**src/rtl/fix_pkg.sv**
```systemverilog
package fix_pkg;

  typedef enum logic [1:0] {
    FIX_UNDER = 2'd0,
    FIX_OVER  = 2'd1,
    FIX_EXACT = 2'd2,
    FIX_SHIFT = 2'd3
  } fix_class_e;

endpackage

```
**src/rtl/fix_unpack.sv**
```systemverilog
module fix_unpack
  import fix_pkg::*;
#(
  parameter int WORD_W = 16,
  parameter int EXP_W  = 7
) (
  input  logic [WORD_W-1:0]   a_op,
  input  logic [WORD_W-1:0]   b_op,
  output logic [2*WORD_W-1:0] frac,
  output fix_class_e          cls,
  output logic [$clog2(WORD_W)-1:0] shamt
);
  localparam int DW   = 2 * WORD_W;
  localparam int EW   = EXP_W + 1;
  localparam int SH_W = $clog2(WORD_W);
  localparam logic signed [EW-1:0] EXP_TOP = EW'(WORD_W - 1);

  logic signed [EW-1:0] exp_s;

  always_comb begin
    frac  = {a_op, b_op[WORD_W-1:EW], {EW{1'b0}}};
    exp_s = {b_op[0], b_op[EXP_W:1]};
    if (exp_s < 0)
      cls = FIX_UNDER;
    else if (exp_s > EXP_TOP)
      cls = FIX_OVER;
    else if (exp_s == EXP_TOP)
      cls = FIX_EXACT;
    else
      cls = FIX_SHIFT;
    shamt = SH_W'(EXP_TOP - exp_s);
  end

  initial begin
    if (DW - EW < WORD_W) $error("fraction narrower than a word");
  end

endmodule

```
**src/rtl/fix_align.sv**
```systemverilog
module fix_align #(
  parameter int WORD_W = 16
) (
  input  logic [2*WORD_W-1:0]       frac,
  input  logic [$clog2(WORD_W)-1:0] shamt,
  input  logic                      exact,
  input  logic [WORD_W-1:0]         a_op,
  output logic [WORD_W-1:0]         pre,
  output logic                      lost
);
  localparam int DW   = 2 * WORD_W;
  localparam int SH_W = $clog2(WORD_W);

  logic [DW-1:0] stg [0:SH_W];
  logic [DW-1:0] shifted;

  assign stg[0] = frac;

  for (genvar i = 0; i < SH_W; i++) begin : g_stage
    assign stg[i+1] = shamt[i] ? DW'($signed(stg[i]) >>> (2 ** i)) : stg[i];
  end

  always_comb begin
    shifted = exact ? '0 : stg[SH_W];
    pre     = exact ? a_op : shifted[DW-1:WORD_W];
    lost    = |(frac[WORD_W-1:0] | shifted[WORD_W-1:0]);
  end

endmodule

```
**src/rtl/fix_correct.sv**
```systemverilog
module fix_correct
  import fix_pkg::*;
#(
  parameter int WORD_W = 16
) (
  input  fix_class_e        cls,
  input  logic [WORD_W-1:0] a_op,
  input  logic [WORD_W-1:0] b_op,
  input  logic [WORD_W-1:0] pre,
  input  logic              lost,
  output logic [WORD_W-1:0] a_res,
  output logic [WORD_W-1:0] b_res,
  output logic              ovf_res
);
  localparam logic [WORD_W-1:0] SAT = {1'b0, {(WORD_W-1){1'b1}}};

  always_comb begin
    case (cls)
      FIX_UNDER: begin
        a_res   = '0;
        b_res   = b_op;
        ovf_res = 1'b0;
      end
      FIX_OVER: begin
        a_res   = SAT;
        b_res   = a_op;
        ovf_res = 1'b1;
      end
      default: begin
        b_res   = pre;
        a_res   = (pre[WORD_W-1] && lost) ? pre + 1'b1 : pre;
        ovf_res = 1'b0;
      end
    endcase
  end

endmodule

```
**src/rtl/fix_conv.sv**
```systemverilog
module fix_conv
  import fix_pkg::*;
#(
  parameter int WORD_W = 16,
  parameter int EXP_W  = 7
) (
  input  logic              clk,
  input  logic              rst,
  input  logic              start,
  input  logic [WORD_W-1:0] a_in,
  input  logic [WORD_W-1:0] b_in,
  output logic [WORD_W-1:0] a_out,
  output logic [WORD_W-1:0] b_out,
  output logic              ovf,
  output logic              done
);
  localparam int DW   = 2 * WORD_W;
  localparam int SH_W = $clog2(WORD_W);

  // stage 0: captured operand
  logic              v0;
  logic [WORD_W-1:0] a0, b0;

  // decode of stage 0
  logic [DW-1:0]     frac0;
  fix_class_e        cls0;
  logic [SH_W-1:0]   sh0;
  logic [WORD_W-1:0] pre0;
  logic              lost0;

  // stage 1: decoded and aligned
  logic              v1;
  fix_class_e        cls1;
  logic [WORD_W-1:0] a1, b1, pre1;
  logic              lost1;

  // final selection
  logic [WORD_W-1:0] a_res, b_res;
  logic              ovf_res;

  always_ff @(posedge clk) begin
    if (rst) begin
      v0 <= 1'b0;
      a0 <= '0;
      b0 <= '0;
    end else begin
      v0 <= start;
      if (start) begin
        a0 <= a_in;
        b0 <= b_in;
      end
    end
  end

  fix_unpack #(.WORD_W(WORD_W), .EXP_W(EXP_W)) u_unpack (
    .a_op  (a0),
    .b_op  (b0),
    .frac  (frac0),
    .cls   (cls0),
    .shamt (sh0)
  );

  fix_align #(.WORD_W(WORD_W)) u_align (
    .frac  (frac0),
    .shamt (sh0),
    .exact (cls0 == FIX_EXACT),
    .a_op  (a0),
    .pre   (pre0),
    .lost  (lost0)
  );

  always_ff @(posedge clk) begin
    if (rst) begin
      v1    <= 1'b0;
      cls1  <= FIX_UNDER;
      a1    <= '0;
      b1    <= '0;
      pre1  <= '0;
      lost1 <= 1'b0;
    end else begin
      v1 <= v0;
      if (v0) begin
        cls1  <= cls0;
        a1    <= a0;
        b1    <= b0;
        pre1  <= pre0;
        lost1 <= lost0;
      end
    end
  end

  fix_correct #(.WORD_W(WORD_W)) u_correct (
    .cls     (cls1),
    .a_op    (a1),
    .b_op    (b1),
    .pre     (pre1),
    .lost    (lost1),
    .a_res   (a_res),
    .b_res   (b_res),
    .ovf_res (ovf_res)
  );

  always_ff @(posedge clk) begin
    if (rst) begin
      a_out <= '0;
      b_out <= '0;
      ovf   <= 1'b0;
      done  <= 1'b0;
    end else begin
      done <= v1;
      if (v1) begin
        a_out <= a_res;
        b_out <= b_res;
        ovf   <= ovf_res;
      end
    end
  end

endmodule

```
**config.mk**
```make
export PLATFORM = sky130hd
export DESIGN_NAME = fix_conv
export DESIGN_NICKNAME = d
export VERILOG_FILES = /design/src/rtl/fix_pkg.sv /design/src/rtl/fix_unpack.sv /design/src/rtl/fix_align.sv /design/src/rtl/fix_correct.sv /design/src/rtl/fix_conv.sv
export SDC_FILE = /design/constraint.sdc
export NUM_CORES = 1
export LEC_CHECK = 0
export BUFFER_PORTS_ARGS = -buffer_cell sky130_fd_sc_hd__buf_4
export CAP_MARGIN = 20
export CELL_PAD_IN_SITES_DETAIL_PLACEMENT = 1
export CELL_PAD_IN_SITES_GLOBAL_PLACEMENT = 2
export CORE_MARGIN = 2
export CORE_UTILIZATION = 32
export DETAILED_ROUTE_END_ITERATION = 6
export PLACE_DENSITY_LB_ADDON = 0.1
export SLEW_MARGIN = 10
export SYNTH_ARGS = -nofsm -noshare
export SYNTH_HDL_FRONTEND = slang
export SYNTH_SLANG_ARGS = --single-unit
```
**constraint.sdc**
```tcl
create_clock -name clk -period 1.55 [get_ports clk]
set_input_delay 0.31 -clock clk [delete_from_list [all_inputs] [get_ports clk]]
set_output_delay 0.31 -clock clk [all_outputs]
set_load 0.01 [all_outputs]
```
==> results.md <==
* Post-synthesis adder-cell area fraction at 0.214%
* Detailed placement HPWL at 14,000 um
* Seq cells post-synth at 119
* Final min period at 1700 ps
* Failing checks: negative setup slack
* Hold/Removal Path Class: in -> reg
* GR peak layer: met2
* Status: finished, violations left
* Pwr Total at 8540 uW
* Seq/Total Area, Yosys at 40.7%
* Reg2reg setup slack at -150 ps
* P per Cell Area at 1060 nW/um2
* First-pass GRT wire length at 29,800 um
* Final #Nets at 829
* Main synth FF type: dfxtp_1
* Part of the power in the clock network at 46.3%
* Commonest non-fill, non-tap cell in the layout: buf_4
* Clock sinks at 119
* Crit path DAT at 2050 ps
* Slew HR at 62.9%
* Global route overflow at 0
* Core area at 18,000 um2
* Post-synthesis xor/xnor area fraction at 1.94%
* Antenna viol nets, final at 0
* Setup TNS at -1050 ps
* Switching Share at 27.0%
* Vias per cell at 5.09
* Distinct cells, synth at 55
* Gr usage total at 19.6%
* Crit start category: flip-flop
* Via count at 5,264
* Hold buffer count at cts at 0
* CTS Buffer Depth at 2
* CP endpoint kind: flip-flop
* Tcrit/Tclk final at 110%
* Number of CTS-inserted buffers at 17
* FMAX at 587 MHz
* Syn_nets at 697
* Largest net degree at the start of global routing at 42
* Met1 global-route usage at 24.6%
* Die area at 19,400 um2
* Pre-CTS setup slack at -293 ps
* Final Skew at 12.7 ps
* Fin. Hold Viols at 0
* Initial Utilization at 32.6%
* Clock latency on the worst-skew pair at 420 ps
* Reg power frac at 38.9%
* LEAKAGE at 0.00327 uW
* GR Util met2 at 33.2%
* Post-Syn Instances at 661
* GR Layer Usage met3 at 3.23%
* Diode count at 0
* DR WL/cell at 18.1 um
* H-tree depth at 4
* Vias in the first global route at 5,375
* Initial antenna violation count at 0
* Synthesized-area fraction occupied by and/or/nand/nor cells at 16.9%
* Synth Cell Area at 5860 um2
* GPL Wtd Cong at 0.890
* DIE WIDTH at 139 um
* Initial DRC count at 243
* Flip-flop and latch area at 2400 um2
* Final Util at 45.0%
* NetSw at 2300 uW
* Multiplexer area fraction after synthesis at 24.2%
* Yosys warns at 0
* Total of max-cap violations at 0
* Root Driver: clkbuf_16
* IO buf count at 68
* Clk slew on worst S/H paths at 60 ps
* Worst-path fanout max at 8
* Num ports at 69
* Synth Area in Compound Gates at 11.0%
* Largest family of logic cells by synthesized area: multiplexers
* Layout cells sized above 1 at 31.8%
* Internal at 6240 uW
* Highest-count cells in the layout ignoring fill and taps: buf_4 (157), nor2_1 (119), mux2i_1 (115)
* Multi-input gate area at 3380 um2
* Syn Area/Cell at 8.86 um2
* Setup ws final at -153 ps
* Residual DRC at 0
* Drt total wl at 18,700 um
* RSZ-0062 raised after global routing: true
* Logic gate share of total power at 14.8%
* Row cnt at 49
* Worst path required time at 1900 ps
* Filler Cell Count at 2,054
* TritonCTS clock tree: built
* Async set-reset flop share out of synthesis at 0%
* Die height at 139 um
* Slew Viols, Final at 0
* 1st-pass router iterations at 4
* Number of synthesized flops with an enable pin at 0
* Peak supply drop at 0.000787 V
* Slew at the pin closest to its max-slew limit at 557 ps
* CP Class: reg -> reg
* Finish-stage setup viols at 14
* P&R area growth vs syn at 38.0%
[sequential cells by signal, summed over array words and instances, names as in the netlist]
name and count:
v0 1, done 1, a0 16, lost1 1
ovf 1, cls1 2, b0 16, b1 16
b_out 16, a_out 16, v1 1, a1 16
pre1 16
[cell usage after synthesis, types with 3 or more instances]
| cell type | instances | share of area [%] |
|---|---|---|
| dfxtp_1 | 119 | 41 |
| buf_1 | 5 | 0.32 |
| inv_1 | 5 | 0.32 |
| buf_2 | 13 | 1.1 |
| o221ai_1 | 5 | 0.75 |
| o211ai_1 | 5 | 0.64 |
| xnor2_1 | 9 | 1.3 |
| nor2b_1 | 7 | 0.75 |
| buf_6 | 4 | 0.77 |
| a31oi_1 | 4 | 0.43 |
| mux2_2 | 4 | 0.77 |
| mux4_2 | 5 | 1.9 |
| a21oi_1 | 23 | 2.0 |
| nand2_1 | 57 | 3.7 |
| clkbuf_1 | 33 | 2.1 |
| nand3_1 | 13 | 1.1 |
| nand4_1 | 7 | 0.75 |
| o21ai_0 | 28 | 2.4 |
| xor2_1 | 4 | 0.60 |
| nand2b_1 | 7 | 0.75 |
| nor2_1 | 123 | 7.9 |
| nor3_1 | 7 | 0.60 |
| a21o_1 | 3 | 0.38 |
| a211oi_1 | 11 | 1.4 |
| mux2i_1 | 122 | 21 |
| a311oi_1 | 3 | 0.45 |
[worst max-delay path, stage by stage (launching register included)]
cell,delay [ps]
dfxtp_4,360
buf_8,140
mux2i_1,140
mux2_4,320
a21oi_2,210
a21oi_1,60
a21o_1,200
a211oi_2,200
[per-stage QoR]
stage          area, um2  hold WS, ps  cells
3_5_place_dp        7200          462    997
5_1_grt             8090          123   1034
2_1_floorplan       5880          393    661
3_3_place_gp        7200          460    997
4_1_cts             7960          109   1032
6_report            8090          116   1034
[worst paths after layout]
check | startpoint | endpoint | cells past startpoint
worst min-delay path | b_in[15] | b0[15] | 3
worst max-delay path | b0[2] | lost1 | 7
worst max register to register | b0[2] | lost1 | 7
worst min register to register | a_out[13] | a_out[13] | 2
[final cells by class]
class,instances,area share (%)
multi-input combinational,480,41.8
tap,229,3.54
sequential,119,29.7
inverter,5,0.232
clock inverter,12,1.76
timing repair buffer,170,17.4
clock buffer,19,5.48
[repair_timing]
item | in CTS | in global routing
pin swaps | 14 | 15
setup buffers | 4 | 2
gates resized for setup | 37 | 29
gates cloned | 0 | 0
endpoints found under the setup margin | 23 | 25
[kinds of logic (layout without fill, tap and decap cells)]
family / Yosys count / count (layout)
and+or+nand+nor: 233 / 233
muxes: 133 / 133
DFF: 119 / 119
AOI/OAI and AO/OA: 100 / 100
buffers and inverters: 62 / 206
xor gates and xnor gates: 13 / 13
adders and majority gates: 1 / 1
[power groups by stage]
stage | registers [uW] | clock network [uW] | logic, uW
after CTS | 3320 | 4050 | 1230
after detailed placement | 3380 | 0 | 1160
final | 3320 | 3960 | 1260
after global placement | 3380 | 0 | 1140
after floorplan | 3340 | 0 | 675
after global routing | 3340 | 4190 | 1370
[per-layer routing]
metal	routed length [um]	part of all wire [%]
met1	8520	46
met5	0	0
met2	9170	49
met3	470	2.5
met4	523	2.8
No activity file was read; power rests on OpenSTA's default activity.
